$ cat config.mk
export PLATFORM = sky130hd
export DESIGN_NAME = duart_host_regs
export DESIGN_NICKNAME = d
export VERILOG_FILES = /design/src/rtl/duart_host_pkg.sv /design/src/rtl/duart_strobe_sync.sv /design/src/rtl/duart_chan_regs.sv /design/src/rtl/duart_mf_pin.sv /design/src/rtl/duart_host_regs.sv
export SDC_FILE = /design/constraint.sdc
export NUM_CORES = 1
export LEC_CHECK = 0
export CORE_ASPECT_RATIO = 0.9
export CORE_MARGIN = 1.5
export CORE_UTILIZATION = 50
export DETAILED_ROUTE_END_ITERATION = 10
export GPL_TIMING_DRIVEN = 0
export PLACE_DENSITY = 0.82
export REMOVE_ABC_BUFFERS = 1
export SLEW_MARGIN = 20
export SYNTH_ARGS = -nofsm -noshare
export SYNTH_HDL_FRONTEND = slang
export SYNTH_HIERARCHICAL = 1
export SYNTH_SLANG_ARGS = --single-unit
$ cat constraint.sdc
create_clock -name clk -period 4.4 [get_ports clk]
set_input_delay 0.66 -clock clk [delete_from_list [all_inputs] [get_ports clk]]
set_output_delay 0.66 -clock clk [all_outputs]
set_load 0.005 [all_outputs]
$ cat src/rtl/duart_host_pkg.sv
package duart_host_pkg;
    localparam int NUM_CH   = 2;
    localparam int DW       = 8;
    localparam int AW       = 3;
    localparam int DIVW     = 2 * DW;
    localparam int LATCH_BIT = 7;
    localparam int OUT2_BIT  = 3;

    typedef logic [DW-1:0] byte_t;

    typedef enum logic [AW-1:0] {
        ADR_DATA  = 3'd0,
        ADR_IEN   = 3'd1,
        ADR_ALT   = 3'd2,
        ADR_LCTL  = 3'd3,
        ADR_MCTL  = 3'd4,
        ADR_LSTAT = 3'd5,
        ADR_MSTAT = 3'd6,
        ADR_SCR   = 3'd7
    } reg_addr_e;

    typedef enum logic [1:0] {
        MF_OUT2  = 2'b00,
        MF_BAUD  = 2'b01,
        MF_RXRDY = 2'b10,
        MF_RSVD  = 2'b11
    } mf_sel_e;

    typedef struct packed {
        byte_t div_lo;
        byte_t div_hi;
        byte_t ien;
        byte_t lctl;
        byte_t mctl;
        byte_t alt;
        byte_t scr;
    } chan_regs_t;

    localparam chan_regs_t CHAN_RESET = '0;

    function automatic logic latch_open(chan_regs_t r);
        return r.lctl[LATCH_BIT];
    endfunction

    function automatic logic divisor_blank(chan_regs_t r);
        return (r.div_lo == '0) && (r.div_hi == '0);
    endfunction
endpackage

$ cat src/rtl/duart_strobe_sync.sv
module duart_strobe_sync
    #(parameter int STAGES = 2)
    (
    input  logic clk,
    input  logic rst,
    input  logic act,
    output logic commit
    );
    logic [STAGES:0] chain_q;

    always_ff @(posedge clk) begin
        if (rst) chain_q <= '0;
        else     chain_q <= {chain_q[STAGES-1:0], act};
    end

    assign commit = chain_q[STAGES-1] & ~chain_q[STAGES];

    p_single_commit_r1: assert property (@(posedge clk) disable iff (rst)
        commit |=> !commit);
endmodule

$ cat src/rtl/duart_chan_regs.sv
module duart_chan_regs
    import duart_host_pkg::*;
    #(parameter byte_t DEV_ID = 8'h0A,
      parameter byte_t REV_ID = 8'h01)
    (
    input  logic       clk,
    input  logic       rst,
    input  logic       we,
    input  reg_addr_e  wr_addr,
    input  byte_t      wr_byte,
    input  reg_addr_e  rd_addr,
    input  byte_t      rx_byte,
    input  byte_t      line_stat,
    output byte_t      rdata,
    output chan_regs_t regs
    );
    logic dl_open;
    logic dl_blank;

    assign dl_open  = latch_open(regs);
    assign dl_blank = divisor_blank(regs);

    always_ff @(posedge clk) begin
        if (rst) begin
            regs <= CHAN_RESET;
        end else if (we) begin
            case (wr_addr)
                ADR_DATA: if (dl_open) regs.div_lo <= wr_byte;
                ADR_IEN:  if (dl_open) regs.div_hi <= wr_byte;
                          else         regs.ien    <= wr_byte;
                ADR_ALT:  if (dl_open) regs.alt    <= wr_byte;
                ADR_LCTL: regs.lctl <= wr_byte;
                ADR_MCTL: regs.mctl <= wr_byte;
                ADR_SCR:  regs.scr  <= wr_byte;
                default:  ;
            endcase
        end
    end

    always_comb begin
        rdata = '0;
        case (rd_addr)
            ADR_DATA:  rdata = dl_open ? (dl_blank ? REV_ID : regs.div_lo) : rx_byte;
            ADR_IEN:   rdata = dl_open ? (dl_blank ? DEV_ID : regs.div_hi) : regs.ien;
            ADR_ALT:   rdata = dl_open ? regs.alt : '0;
            ADR_LCTL:  rdata = regs.lctl;
            ADR_MCTL:  rdata = regs.mctl;
            ADR_LSTAT: rdata = line_stat;
            ADR_MSTAT: rdata = '0;
            ADR_SCR:   rdata = regs.scr;
            default:   rdata = '0;
        endcase
    end

    p_hold_without_write_r2: assert property (@(posedge clk) disable iff (rst)
        !we |=> (regs == $past(regs)));

    p_id_readback_r6: assert property (@(posedge clk) disable iff (rst)
        (regs.lctl[LATCH_BIT] && regs.div_lo == 8'h00 && regs.div_hi == 8'h00
         && rd_addr == ADR_IEN) |-> (rdata == DEV_ID));
endmodule

$ cat src/rtl/duart_mf_pin.sv
module duart_mf_pin
    import duart_host_pkg::*;
    (
    input  mf_sel_e sel,
    input  logic    out2,
    input  logic    baud_clk,
    input  logic    rx_ready,
    output logic    mf_n
    );
    always_comb begin
        case (sel)
            MF_OUT2:  mf_n = ~out2;
            MF_BAUD:  mf_n = ~baud_clk;
            MF_RXRDY: mf_n = ~rx_ready;
            default:  mf_n = 1'b1;
        endcase
    end
endmodule

$ cat src/rtl/duart_host_regs.sv
module duart_host_regs
    import duart_host_pkg::*;
    #(parameter int    SYNC_STAGES = 2,
      parameter byte_t DEV_ID      = 8'h0A,
      parameter byte_t REV_ID      = 8'h01)
    (
    input  logic                      clk,
    input  logic                      rst,
    input  logic                      cs_n,
    input  logic                      ch_sel,
    input  logic                      rd_n,
    input  logic                      wr_n,
    input  logic [AW-1:0]             addr,
    input  logic [DW-1:0]             wr_data,
    output logic [DW-1:0]             rd_data,
    input  logic [NUM_CH-1:0][DW-1:0] rx_byte,
    input  logic [NUM_CH-1:0][DW-1:0] line_stat,
    input  logic [NUM_CH-1:0]         baud_clk,
    input  logic [NUM_CH-1:0]         rx_ready,
    output logic [NUM_CH-1:0]         mf_n,
    output logic [NUM_CH-1:0][DIVW-1:0] divisor
    );
    logic       commit;
    logic       reading;
    reg_addr_e  bus_addr;
    byte_t      ch_rdata [NUM_CH];
    chan_regs_t ch_regs  [NUM_CH];

    assign bus_addr = reg_addr_e'(addr);
    assign reading  = ~cs_n & ~rd_n;

    duart_strobe_sync #(.STAGES(SYNC_STAGES)) u_wsync (
        .clk    (clk),
        .rst    (rst),
        .act    (~cs_n & ~wr_n),
        .commit (commit)
    );

    for (genvar c = 0; c < NUM_CH; c++) begin : g_ch
        duart_chan_regs #(.DEV_ID(DEV_ID), .REV_ID(REV_ID)) u_regs (
            .clk       (clk),
            .rst       (rst),
            .we        (commit && (ch_sel == c[0])),
            .wr_addr   (bus_addr),
            .wr_byte   (wr_data),
            .rd_addr   (bus_addr),
            .rx_byte   (rx_byte[c]),
            .line_stat (line_stat[c]),
            .rdata     (ch_rdata[c]),
            .regs      (ch_regs[c])
        );

        duart_mf_pin u_mf (
            .sel      (mf_sel_e'(ch_regs[c].alt[1:0])),
            .out2     (ch_regs[c].mctl[OUT2_BIT]),
            .baud_clk (baud_clk[c]),
            .rx_ready (rx_ready[c]),
            .mf_n     (mf_n[c])
        );

        assign divisor[c] = {ch_regs[c].div_hi, ch_regs[c].div_lo};

        p_mf_reserved_r8: assert property (@(posedge clk) disable iff (rst)
            (ch_regs[c].alt[1:0] == 2'b11) |-> mf_n[c]);
    end

    assign rd_data = reading ? ch_rdata[ch_sel] : '0;

    p_bus_quiet_r3: assert property (@(posedge clk) disable iff (rst)
        (cs_n || rd_n) |-> (rd_data == 8'h00));

    p_other_chan_r1: assert property (@(posedge clk) disable iff (rst)
        (commit && !ch_sel) |=> $stable(ch_regs[1]));
endmodule

After elaboration in Yosys (flattened, before gate mapping)

Cells that the tools add are included.

Bits of input ports: 53
Output and inout port bits: 42
Register bits: 115

Bitwise logic cells: 17
Reductions and logical operators: 25
Order comparisons: 1
Mux-type cells: 18
Equal/unequal tests: 11

Operator list:

| cell                                                             | count |
|---|---|
| 8-bit case mux with 8 select lines                               | 2 |
| 8-bit 2-to-1 mux                                                 | 14 |
| 8-bit logical NOT                                                | 4 |
| 3-bit AND reduction                                              | 8 |
| 1-bit inverter                                                   | 13 |
| 3-bit == test (second input constant)                            | 4 |
| 2-bit AND reduction                                              | 6 |
| 3-bit by 2-bit == test with 1-bit output (second input constant) | 2 |
| 1-bit case mux with 3 select lines                               | 2 |
| 2-bit by 1-bit == test with 1-bit output (second input constant) | 2 |
| 2-bit == test (second input constant)                            | 2 |
| 1-bit logical AND                                                | 4 |
| 2-bit logical NOT                                                | 2 |
| 1-bit AND                                                        | 3 |
| 3-bit by 1-bit == test with 1-bit output (second input constant) | 1 |
| 3-bit logical NOT                                                | 1 |
| 2-bit >= comparator (second input constant)                      | 1 |
| 1-bit inverter with 2-bit output                                 | 1 |

Logic depth before layout (Yosys ltp)

Gate-level depths: netlist of the first run.

Word-level depth: 9
Mapped depth: 8
Mapped depth without buffers: 6

Cells and area by module

The synthesis of the first run kept the hierarchy.

By module, submodules not included:

| module            | cells an instance | seq. area each (µm²) | area each (µm²) | instances |
|---|---|---|---|---|
| duart_chan_regs   | 334               | 1121.1               | 2726.4          | 2 |
| duart_host_regs   | 22                | 0.0                  | 151.4           | 1 |
| duart_strobe_sync | 7                 | 60.1                 | 87.6            | 1 |
| duart_mf_pin      | 3                 | 0.0                  | 25.0            | 2 |

Worst setup path before layout of the first run

Ideal clock, no wire load.

Path kind: input port to output port
Start point: in addr[2]
End point: out rd_data[0]
Required time: 3.740 ns
Stages on the path: 6
Path buffers: 1
Setup slack: 2.003 ns
Data arrival time: 1.737 ns
Cell sequence: buf_2 -> nor3_1 -> o21ai_0 -> o221ai_1 -> mux2i_1 -> nor2_1

RTL lines:

| element            | RTL line              | source |
|---|---|---|
| start: declaration | duart_host_regs.sv:13 | `input logic [AW-1:0] addr,` |
| end: declaration   | duart_host_regs.sv:15 | `output logic [DW-1:0] rd_data,` |

==> reports/results.txt, run 1 <==
The routed length on met1 was 7449 um; the wire length of the first global-routing pass was 29770 um. In the layout the commonest cells are sky130_fd_sc_hd__nand2_1 (138), sky130_fd_sc_hd__dfxtp_1 (113), sky130_fd_sc_hd__clkdlybuf4s50_1 (90), sky130_fd_sc_hd__mux2i_1 (86), sky130_fd_sc_hd__a21oi_1 (76). Along the worst path, the maximum fanout reaches 68. The tools report the total congestion overflow as 0.

The starting density of the core was 0.5224. The maximum count of clock buffers along a single path was 2. The core region is 10990 um2.

The critical path depth in cells is 8. The clock transition at the registers of the reported paths was 0.05 ns; the maximum VDD drop was 249.1 uV. The critical path goes through buf_4 -> inv_1 -> a31o_2 -> a22oi_1 -> o221ai_1 -> mux2i_1 -> nor2_1 -> clkdlybuf4s50_1.

The share of the cycle needed by the critical path after routing works out to 0.8730. After the flow finishes, the layout carries non-filler instances totaling 941. The cell total after placement is 910, and the clock period minus final worst setup slack is 3.841 ns.

The top layer used by detailed routing was met4. The detailed-route DRC error count was 0. The total via count after detailed routing is 5826. The tools report the critical path capture point type as a primary output. The fraction of layout cells with a size suffix above 1 is 0.07858, and the half-perimeter wire length after placement is 11900 um.

Top-level I/O count: 95. Entering global routing, the biggest net connects 75 pins. The tightest hold path in the finished design has a slack of 0.4527 ns. Port buffering added 94 buffers.

First element of the critical path: addr[0]. In this run the most critical hold path is launched from g_ch[1].u_regs/regs[4]. Clock tree synthesis found a total of 115 sinks. The number of max-slew violations in the final report came out at 0.

Setup violations remaining at the end of the flow were counted as 0. Data on the critical path arrives at its endpoint at 3.18 ns. The run finished with clean final reports. Setup repair after global routing left no endpoint under its margin. The async set-or-reset flop fraction in the synthesized netlist works out to 0. In this run, synthesis produced a sequential element count of 115. The number of global-route vias before repair is 5643.

Summed over all failing endpoints, the final setup total negative slack is 0 ns. The routed wire length per instance works out to 19.93 um. The total length of routed wires was 18750 um. The height of the die was 104.7 um. The clock root buffer was sky130_fd_sc_hd__clkbuf_16. Detailed routing placed a total of 2020 um of wire on met3. The cell count after synthesis came out at 703.

The number of antenna violations at the first check in global routing came out at 0. The die width works out to 116.0 um. The flip-flop cell with the highest count after synthesis was sky130_fd_sc_hd__dfxtp_1. The run gives 3.74 ns as the required time reported for the critical path endpoint. Final layout net count: 830. Among all stages on the critical path, the largest delay is contributed by sky130_fd_sc_hd__buf_4. After the first detailed-routing iteration, the DRC count stood at 756. The synthesized design contains 0 enable-type register cells.

The reg-to-reg critical path startpoint is g_ch[1].u_regs/regs[31]. The total clock buffers created by CTS was 17; the aggregate global-route resource usage was 0.3139. The later pin in the worst-skew pair is clocked with a latency of 0.41 ns.

The post-synthesis area per instance works out to 8.168 um2. Post-CTS setup buffer count: 0. The area overhead of the layout relative to synthesis is 28.35%. The tools report the maximum clock rate as 0.2603 GHz.

For the max-cap check violation count, the log shows 0. The layout has 845 filler cells. The worst hold path was traced through 2 stages.

In this run the remaining antenna-violating nets after routing total 0. Worst path buffer plus inverter count: 3. TritonCTS built the clock tree. The critical path start-end classification was in -> out. The type of the most critical hold path was reg -> reg. The count of endpoints failing hold in the final timing report came out at 0. The run gives 2.576 nW as the standby leakage power. The worst setup path is launched from an input pin.

Leaving out fill and tap cells, the most frequent cell in the layout is sky130_fd_sc_hd__nand2_1. The run gives 0.4010 as the portion of the post-synthesis area used by sequential elements. For this design, the CTS-stage hold fixing added 0 buffers. At the pin with the least slew margin, the transition time is 0.8679 ns. CTS built an H-tree with a depth of 4.

The Yosys step of the flow raised 6 warnings. The logs give 0 for the count of cells resized by post-cts repair and 0.4196 for the worst-case headroom to the max-slew limit. The logs give 36 for the row count and 0.6705 for the final core utilization. The congestion estimate from routability-driven global placement came to 0.9326. The highest cell delay on the worst timing path was 0.58 ns. In this run the power density over the cells is 371.5 nW/um2. The clock arrives with 0.006072 ns of skew. The wire length on met2 is 8548 um.

0 antenna diodes ended up in the layout. Before antenna repair, the detailed router went through 6 iterations. Using the TritonRoute via totals, the vias-per-cell ratio works out to 6.191.

The category of cells accounting for the largest share of critical-path delay is buffers and inverters. The die area was 12140 um2; the netlist area before placement was 5742 um2. Counting cells, the worst reg-to-reg path comes to 5. After synthesis, the netlist uses 45 different library cells.
[metal layers]
| metal | vias to the layer above | global-route usage |
|---|---|---|
| li1 | 2621 | - |
| met1 | 2703 | 0.4293 |
| met2 | 428 | 0.4710 |
| met3 | 74 | 0.05510 |
| met4 | 0 | 0.1611 |
| met5 | - | 0 |
[where the power goes]
group	switching [mW]	internal (mW)	leakage, nW
Sequential	0.00134	1.04	0.927
Clock	0.482	1.00	0.312
Combinational	0.123	0.0842	1.34
Total	0.607	2.13	2.58
[per-stage QoR]
stage	power, mW	cell area (um2)	setup slack (ns)
6_report	2.737	7370	0.5588
5_1_grt	2.795	7370	0.4998
4_1_cts	2.726	7367	0.4039
3_5_place_dp	1.266	6731	0.6948
3_3_place_gp	1.260	6646	-1.322
2_1_floorplan	1.126	5515	1.801
[registers in the layout, summed over array words and instances (netlist names)]
register	flops
g_ch.u_regs/regs	112
u_wsync/chain_q	3
[logic make-up (layout without fill, tap and decap cells)]
family / Yosys count / in the layout / synth area share
AO/OA/AOI/OAI: 162 / 162 / 0.1687
buffers and inverters: 52 / 138 / 0.04467
flip-flops: 115 / 115 / 0.4010
multiplexers: 96 / 96 / 0.1695
AND/OR/NAND/NOR: 278 / 278 / 0.2162
[final timing paths]
kind / end / slack [ns]
worst max-delay path: rd_data[0] / 0.56
worst min-delay path: g_ch[1].u_regs/regs[4] / 0.45
worst max register to register: g_ch[1].u_regs/regs[13] / 1.91
worst min register to register: g_ch[1].u_regs/regs[4] / 0.45
[cells in the mapped netlist, types with 3 or more instances]
| cell type | n | area, um2 |
|---|---|---|
| sky130_fd_sc_hd__o21a_1 | 4 | 30.03 |
| sky130_fd_sc_hd__o21ai_0 | 38 | 190.2 |
| sky130_fd_sc_hd__nor2b_1 | 10 | 62.56 |
| sky130_fd_sc_hd__buf_2 | 16 | 80.08 |
| sky130_fd_sc_hd__nor4_1 | 8 | 50.05 |
| sky130_fd_sc_hd__mux2i_1 | 86 | 860.8 |
| sky130_fd_sc_hd__buf_4 | 5 | 37.54 |
| sky130_fd_sc_hd__o2bb2ai_1 | 4 | 35.03 |
| sky130_fd_sc_hd__a31o_2 | 4 | 35.03 |
| sky130_fd_sc_hd__mux2_2 | 10 | 112.6 |
| sky130_fd_sc_hd__nor3_1 | 8 | 40.04 |
| sky130_fd_sc_hd__buf_6 | 3 | 33.78 |
| sky130_fd_sc_hd__a22oi_1 | 8 | 60.06 |
| sky130_fd_sc_hd__nor2_1 | 71 | 266.5 |
| sky130_fd_sc_hd__nand3_1 | 6 | 30.03 |
| sky130_fd_sc_hd__nand2b_1 | 4 | 25.02 |
| sky130_fd_sc_hd__a21oi_1 | 76 | 380.4 |
| sky130_fd_sc_hd__or3_1 | 4 | 25.02 |
| sky130_fd_sc_hd__nor3b_1 | 4 | 30.03 |
| sky130_fd_sc_hd__nand3b_1 | 4 | 30.03 |
| sky130_fd_sc_hd__and3_1 | 8 | 50.05 |
| sky130_fd_sc_hd__a32oi_1 | 8 | 70.07 |
| sky130_fd_sc_hd__nand2_1 | 138 | 518.0 |
| sky130_fd_sc_hd__clkbuf_1 | 18 | 67.56 |
| sky130_fd_sc_hd__dfxtp_1 | 115 | 2302 |
| sky130_fd_sc_hd__inv_1 | 8 | 30.03 |
[worst reg2reg max path: stages (launching register included)]
cell and delay (ns):
sky130_fd_sc_hd__dfxtp_2 0.74, sky130_fd_sc_hd__nand3b_1 0.43, sky130_fd_sc_hd__nor3b_2 0.65, sky130_fd_sc_hd__buf_4 0.27, sky130_fd_sc_hd__mux2i_1 0.20, sky130_fd_sc_hd__nor2_1 0.07
[final cells by class]
type	instances	area, um2	share of cell area
multi-input combinational	536	3193	0.4333
sequential	115	2305	0.3127
timing repair buffer	99	1016	0.1379
clock buffer	22	484.2	0.06570
tap	152	190.2	0.02581
clock inverter	9	151.4	0.02054
inverter	8	30.03	0.004075
(Power assumes the default switching activity.)
==> inputs of run 2 (changes only) <==
Settings changed: CORE_MARGIN 1.5 to 2.
==> reports/results.txt, run 2 (same netlist as run 1, synthesis figures left out) <==
Number of antenna violations at the first check in global routing: 0 (unchanged). The register with the most flip-flops in the final layout is g_ch.u_regs/regs. The critical path depth in cells came out at 8 (unchanged). The cell total after placement was 914 (+0.44%).

The clock period minus final worst setup slack is 3.787 ns (-0.05373 ns). For the number of levels the H-tree was split into, the log shows 4 (unchanged). The tools report the aggregate global-route resource usage as 0.3096 (-0.004271). The run gives 5644 (+0.018%) as the number of global-route vias before repair. The total power per unit cell area is 368.7 nW/um2 (-0.74%), and the count of cells resized by post-cts repair is 0 (unchanged).

TritonCTS built the clock tree. The number of detailed-routing iterations run before antenna repair was 6 (unchanged). The tools report the standby leakage power as 2.563 nW (-0.50%). The cell with the largest stage delay on the worst path was sky130_fd_sc_hd__buf_4. The detailed-route DRC error count is 0 (unchanged), and the number of buffers inserted for hold repair after clock tree synthesis is 0 (unchanged). The critical path is of the in -> out type. Clock root buffer: sky130_fd_sc_hd__clkbuf_16. The clock latency on the worst-skew pair was 0.41 ns (about the same). Fill cell instance count of the final layout: 887 (+5.0%). For the number of diodes, the log shows 0 (unchanged). The run gives 0 ns (unchanged) as the final-layout setup total negative slack. STA classifies the critical path startpoint as an input pin. From synthesis to final layout, the design area changed by 28.09%.

The die width was 117.0 um (+0.86%). Leaving out fill and tap cells, the most frequent cells in the layout are sky130_fd_sc_hd__nand2_1 (138), sky130_fd_sc_hd__dfxtp_1 (113), sky130_fd_sc_hd__clkdlybuf4s50_1 (90), sky130_fd_sc_hd__mux2i_1 (86), sky130_fd_sc_hd__a21oi_1 (76). The run gives 0.01042 ns (+0.004346 ns) as the maximum clock skew at final layout. The total congestion overflow is 0 (unchanged).

The non-filler instance count after layout is 946 (+0.53%), and the number of nets with antenna violations after detailed routing is 0 (unchanged). The highest cell delay on the worst timing path was 0.56 ns (-0.02 ns). The run finished with clean final reports. The half-perimeter wire length after placement is 11940 um (+0.34%), and the number of DRC markers after the initial detailed-route iteration is 812 (+7.4%). The maximum fanout along the worst path came out at 68 (unchanged).

The run gives 0 (unchanged) as the number of max-slew violations in the final report. The cell count of the worst hold path is 2 (unchanged), and the number of failing setup endpoints in the final timing report is 0 (unchanged). The number of flip-flops under the largest register name is 112 (unchanged), and the slack of the worst reg-to-reg path is 1.85 ns (-0.06 ns). The tools report the maximum clock rate as 0.2640 GHz (+1.4%). Critical path capture point type: a primary output.

The run gives 6721 um2 (-0.15%) as the cell area after placement. The tools report the worst-case headroom to the max-slew limit as 0.3126 (-0.1070). The worst path arrival time came out at 3.13 ns (-0.05 ns). The worst path buffer plus inverter count is 3 (unchanged), and the count of endpoints failing hold in the final timing report is 0 (unchanged). In the final layout, the registers with the most flip-flops are g_ch.u_regs/regs: 112 flops, u_wsync/chain_q: 3 flops. The clock transition at the registers of the reported paths is 0.05 ns (about the same), and the area of the core is 11300 um2 (+2.8%). The count of cells along the worst register-to-register path came out at 7 (+2). The category of cells accounting for the largest share of critical-path delay is buffers and inverters.

The run gives 115 (unchanged) as the TritonCTS sink count. The hold path endpoint is g_ch[1].u_regs/regs[1]. The tools report the wire length of the first global-routing pass as 29620 um (-0.49%). The share of the cycle needed by the critical path after routing came out at 0.8608 (-0.01221). The actual transition at the worst max-transition pin is 1.023 ns (+0.1553 ns). The startpoint identified for the worst hold timing path is g_ch[1].u_regs/regs[1]. The tools report the die area as 12360 um2 (+1.8%).

The tightest min-delay check is of the reg -> reg type. The logs give 830 (unchanged) for the final layout net count and 17 (unchanged) for the total clock buffers created by CTS. The max-cap check violation count was 0 (unchanged); the final RePlAce weighted congestion was 0.9528 (+2.2%). Setup repair after global routing left no endpoint under its margin. The maximum VDD drop is 277.6 uV (+11%), and the routed wire length per instance is 19.89 um (-0.20%). The pin count of the biggest net entering global routing is 69 (-8.0%), and the fraction of layout cells with a size suffix above 1 is 0.08101 (+0.002432). The library cell used most frequently in the layout, excluding fill and tap cells, is sky130_fd_sc_hd__nand2_1. The reg-to-reg endpoint is g_ch[0].u_regs/regs[11].

Traced cell by cell, the critical path runs through buf_4 -> inv_1 -> a31o_2 -> a22oi_1 -> o221ai_1 -> mux2i_1 -> nor2_1 -> clkdlybuf4s50_1. Total via count after detailed routing: 5924 (+1.7%). The row count was 37 (+2.8%); the maximum count of clock buffers along a single path was 2 (unchanged). The logs give 3.74 ns (about the same) for the required time reported for the critical path endpoint and 95 (unchanged) for the top-level I/O count. The total length of routed wires was 18820 um (+0.33%); the port buffer count was 94 (unchanged). The height of the die was 105.7 um (+0.96%).

The finished layout cell area was 7355 um2 (-0.20%). The starting density of the core was 0.5083 (-0.01412). Reg-to-reg critical path startpoint: u_wsync/chain_q[1]. The post-CTS setup buffer count was 0 (unchanged); the per-cell via count in the routed design was 6.262 (+1.1%).
==> run 2: routing by layer <==
| layer | track usage | wire, um | up-vias |
|---|---|---|---|
| met4 | 0.1613 | 916 | 0 |
| met2 | 0.4587 | 8516 | 427 |
| li1 | - | - | 2626 |
| met1 | 0.4106 | 7099 | 2780 |
| met5 | 0 | 0 | - |
| met3 | 0.08223 | 2283 | 91 |
==> run 2: tightest hold or removal path: cells and delay by family (launching register included) <==
kind | cells | cell delay (ns)
AND/OR/NAND/NOR | 1 | 0.05
flip-flops | 1 | 0.30
AO/OA/AOI/OAI | 1 | 0.05
==> run 2: cell type report <==
cell class,instances,area (um2),area share
repair buffers,99,1001,0.1361
clock inverters,11,150.1,0.02042
well taps,156,195.2,0.02654
multi-input cells,536,3193,0.4342
inverters,8,30.03,0.004083
flip-flops and latches,115,2305,0.3134
clock buffers,21,480.5,0.06533
==> run 2: power breakdown <==
group | switching (mW) | total, mW | internal [mW]
clock | 0.506 | 1.46 | 0.953
combinational | 0.125 | 0.208 | 0.0829
sequential | 0.00138 | 1.05 | 1.04
total | 0.632 | 2.71 | 2.08
==> run 2: worst max-delay path by stage <==
stage	from	end	slack, ns
global route	addr[0]	rd_data[0]	0.50
global placement	addr[0]	rd_data[0]	-1.32
finish	addr[0]	rd_data[0]	0.61
detailed placement	addr[0]	rd_data[0]	0.69
floorplan	g_ch[0].u_regs/regs[31]	g_ch[0].u_regs/regs[10]	1.80
CTS	g_ch[1].u_regs/regs[31]	rd_data[2]	0.45
==> run 2: per-stage QoR <==
step	setup WS [ns]	power, mW	utilization	hold slack (ns)
floorplan	1.801	1.126	-	0.4138
global placement	-1.317	1.261	0.5888	0.4156
detailed placement	0.6921	1.266	0.5950	0.4283
CTS	0.4478	2.704	0.6509	0.4539
global route	0.5016	2.770	0.6511	0.4639
finish	0.6126	2.712	0.6511	0.4516
==> inputs of run 3 (changes only) <==
Settings changed: CORE_UTILIZATION 50 to 44, PLACE_DENSITY 0.82 to 0.74.
==> reports/results.txt, run 3 (same netlist as run 1, synthesis figures left out) <==
The maximum count of clock buffers along a single path is 2 (unchanged). The run finished with clean final reports. Maximum fanout along the worst path: 28 (-59%). The largest register by flop count was g_ch.u_regs/regs.

Leaving out fill and tap cells, the most frequent cell in the layout is sky130_fd_sc_hd__nand2_1. The run gives 209.3 uV (-25%) as the maximum VDD drop. The clock root buffer was sky130_fd_sc_hd__clkbuf_16. The signal on the critical path passes through buf_2 -> buf_16 -> nor2b_1 -> a221o_1 -> a21oi_1 -> a221oi_1 -> mux2i_1 -> nor2_1 -> clkdlybuf4s50_1. The number of nets with antenna violations after detailed routing is 0 (unchanged). The total power draw came out at 2.475 mW (-8.7%). The proportion of power drawn by combinational gates is 0.083 (+0.006).

The switching power total came out at 577.7 uW (-8.6%). The run gives 39 (+5.4%) as the row count. The run gives 115 (unchanged) as the TritonCTS sink count. The starting density of the core is 0.4508 (-0.05748), and the fill cell instance count of the final layout is 1098 (+24%). The final layout net count was 830 (unchanged). The run gives 0.006352 ns (-0.004065 ns) as the maximum clock skew at final layout. In the layout the commonest cells are sky130_fd_sc_hd__nand2_1 (138), sky130_fd_sc_hd__dfxtp_1 (113), sky130_fd_sc_hd__clkdlybuf4s50_1 (90), sky130_fd_sc_hd__mux2i_1 (86), sky130_fd_sc_hd__a21oi_1 (76). The total congestion overflow is 0 (unchanged). The area of the core came out at 12740 um2 (+13%).

The largest registers in the layout are g_ch.u_regs/regs: 112 flops, u_wsync/chain_q: 3 flops. The cell total after placement was 922 (+0.88%); the number of flip-flops under the largest register name was 112 (unchanged). The routed wire length per instance came out at 18.90 um (-5.0%). For this design, the slowest cell found on the critical path is sky130_fd_sc_hd__clkdlybuf4s50_1.

The port buffer count is 94 (unchanged). For the total length of routed wires, the log shows 17990 um (-4.4%). STA classifies the critical path endpoint as a primary output. The fraction of layout cells with a size suffix above 1 works out to 0.07360 (-0.007409).

The per-cell via count in the routed design is 5.891 (-5.9%), and the number of levels the H-tree was split into is 4 (unchanged). The top-level I/O count came out at 95 (unchanged). The share of the cycle needed by the critical path after routing was 0.8754 (+0.01459); the count of endpoints failing hold in the final timing report was 0 (unchanged). The detailed-route DRC error count was 0 (unchanged).

Sequential fraction of design power: 0.423 (+0.038). The aggregate global-route resource usage is 0.2572 (-0.05240). The standby leakage power was 2.526 nW (-1.4%); the clock period minus final worst setup slack was 3.852 ns (+0.06421 ns). The final core utilization was 0.5716 (-0.07952). The number of buffers inserted for hold repair after clock tree synthesis was 0 (unchanged); the cell area after placement was 6754 um2 (+0.48%). The clock transition at the registers of the reported paths is 0.05 ns (about the same), and the number of diodes is 0 (unchanged). The number of failing setup endpoints in the final timing report came out at 0 (unchanged). The number of antenna violations at the first check in global routing is 0 (unchanged). The switching part of the total power was 0.2334 (+0.0003163). Clock latency on the worst-skew pair: 0.41 ns (about the same).

The tools report the kind of launch point of the worst setup path as an input pin. For the internal portion of total power, the log shows 1.897 mW (-8.8%). The worst hold path belongs to the class reg -> reg. The area overhead of the layout relative to synthesis was 26.78%.

The number of detailed-routing iterations run before antenna repair was 6 (unchanged); the total power per unit cell area was 340.0 nW/um2 (-7.8%). The logs give 76 (+10%) for the pin count of the biggest net entering global routing and 7279 um2 (-1.0%) for the finished layout cell area. The count of cells along the worst register-to-register path is 7 (unchanged). TritonCTS built the clock tree. The height of the die was 112.4 um (+6.4%).

For the number of global-route vias before repair, the log shows 5383 (-4.6%). The worst path arrival time is 3.19 ns (+0.06 ns), and the total via count after detailed routing is 5608 (-5.3%). The cell count of the worst hold path came out at 1 (-1). The wire length of the first global-routing pass was 28540 um (-3.7%); the non-filler instance count after layout was 952 (+0.63%). The run gives 0 (unchanged) as the count of cells resized by post-cts repair.

The number of DRC markers after the initial detailed-route iteration was 611 (-25%); the actual transition at the worst max-transition pin was 0.9035 ns (-0.1197 ns). The run gives 0 (unchanged) as the post-CTS setup buffer count. Setup repair after global routing left no endpoint under its margin. The run gives 17 (unchanged) as the total clock buffers created by CTS. The worst-case headroom to the max-slew limit was 0.3958 (+0.08316).

The logs give 11930 um (about the same) for the half-perimeter wire length after placement and 0.494 (-0.044) for the clock network power share. The critical path start-end classification is in -> out. The max-cap check violation count was 0 (unchanged); the die area was 13980 um2 (+13%). Die width: 124.4 um (+6.4%).

The final RePlAce weighted congestion was 0.9286 (-2.5%). The logs give 3.74 ns (about the same) for the required time reported for the critical path endpoint and 0 (unchanged) for the number of max-slew violations in the final report. The highest cell delay on the worst timing path works out to 0.52 ns (-0.04 ns).

The maximum clock rate is 0.2596 GHz (-1.7%). The run gives 0.4375 ns (-0.01408 ns) as the post-route worst hold slack.
run 3: cell count changes in the layout (fill, tap and decap cells not counted), moves of 2 or more:
cell and delta:
sky130_fd_sc_hd__buf_12 -3, sky130_fd_sc_hd__clkbuf_1 +4, sky130_fd_sc_hd__clkinv_2 +2, sky130_fd_sc_hd__bufinv_16 -3, sky130_fd_sc_hd__clkinv_4 -3, sky130_fd_sc_hd__buf_16 +3
run 3: layout make-up:
class	count	area [um2]	area share
tap	164	205.2	0.02819
clock inverter	5	27.53	0.003781
inverter	8	30.03	0.004125
multi-input combinational	536	3193	0.4386
sequential	115	2305	0.3166
clock buffer	25	495.5	0.06806
timing repair buffer	99	1023	0.1406
run 3: worst max-delay path, delay by kind of cell:
kind | cells | cell delay [ns]
AND/OR/NAND/NOR | 2 | 0.63
multiplexers | 1 | 0.13
buffers and inverters | 3 | 1.10
AO/OA/AOI/OAI | 3 | 0.66
run 3: worst paths after layout:
path | from | end | slack, ns
min reg2reg | u_wsync/chain_q[0] | u_wsync/chain_q[1] | 0.44
min | u_wsync/chain_q[0] | u_wsync/chain_q[1] | 0.44
max reg2reg | u_wsync/chain_q[1] | g_ch[0].u_regs/regs[11] | 1.87
max | addr[1] | rd_data[2] | 0.55
run 3: power groups by stage:
stage	combinational, mW	clock (mW)	sequential [mW]
4_1_cts	0.201	1.23	1.05
3_3_place_gp	0.194	0	1.07
6_report	0.206	1.22	1.05
2_1_floorplan	0.0590	0	1.07
5_1_grt	0.216	1.28	1.05
3_5_place_dp	0.200	0	1.07
run 3: metrics by stage:
stage / setup WS (ns) / TNS (ns)
CTS: 0.4964 / 0
floorplan: 1.801 / 0
global placement: -1.285 / -19.66
finish: 0.5483 / 0
detailed placement: 0.6037 / 0
global route: 0.4798 / 0
run 3: layer usage:
metal  wire length (um)  GRT usage
met1               7760     0.3508
met2               8190     0.3956
met3               1545    0.05481
met4                492     0.1116
met5                  0          0
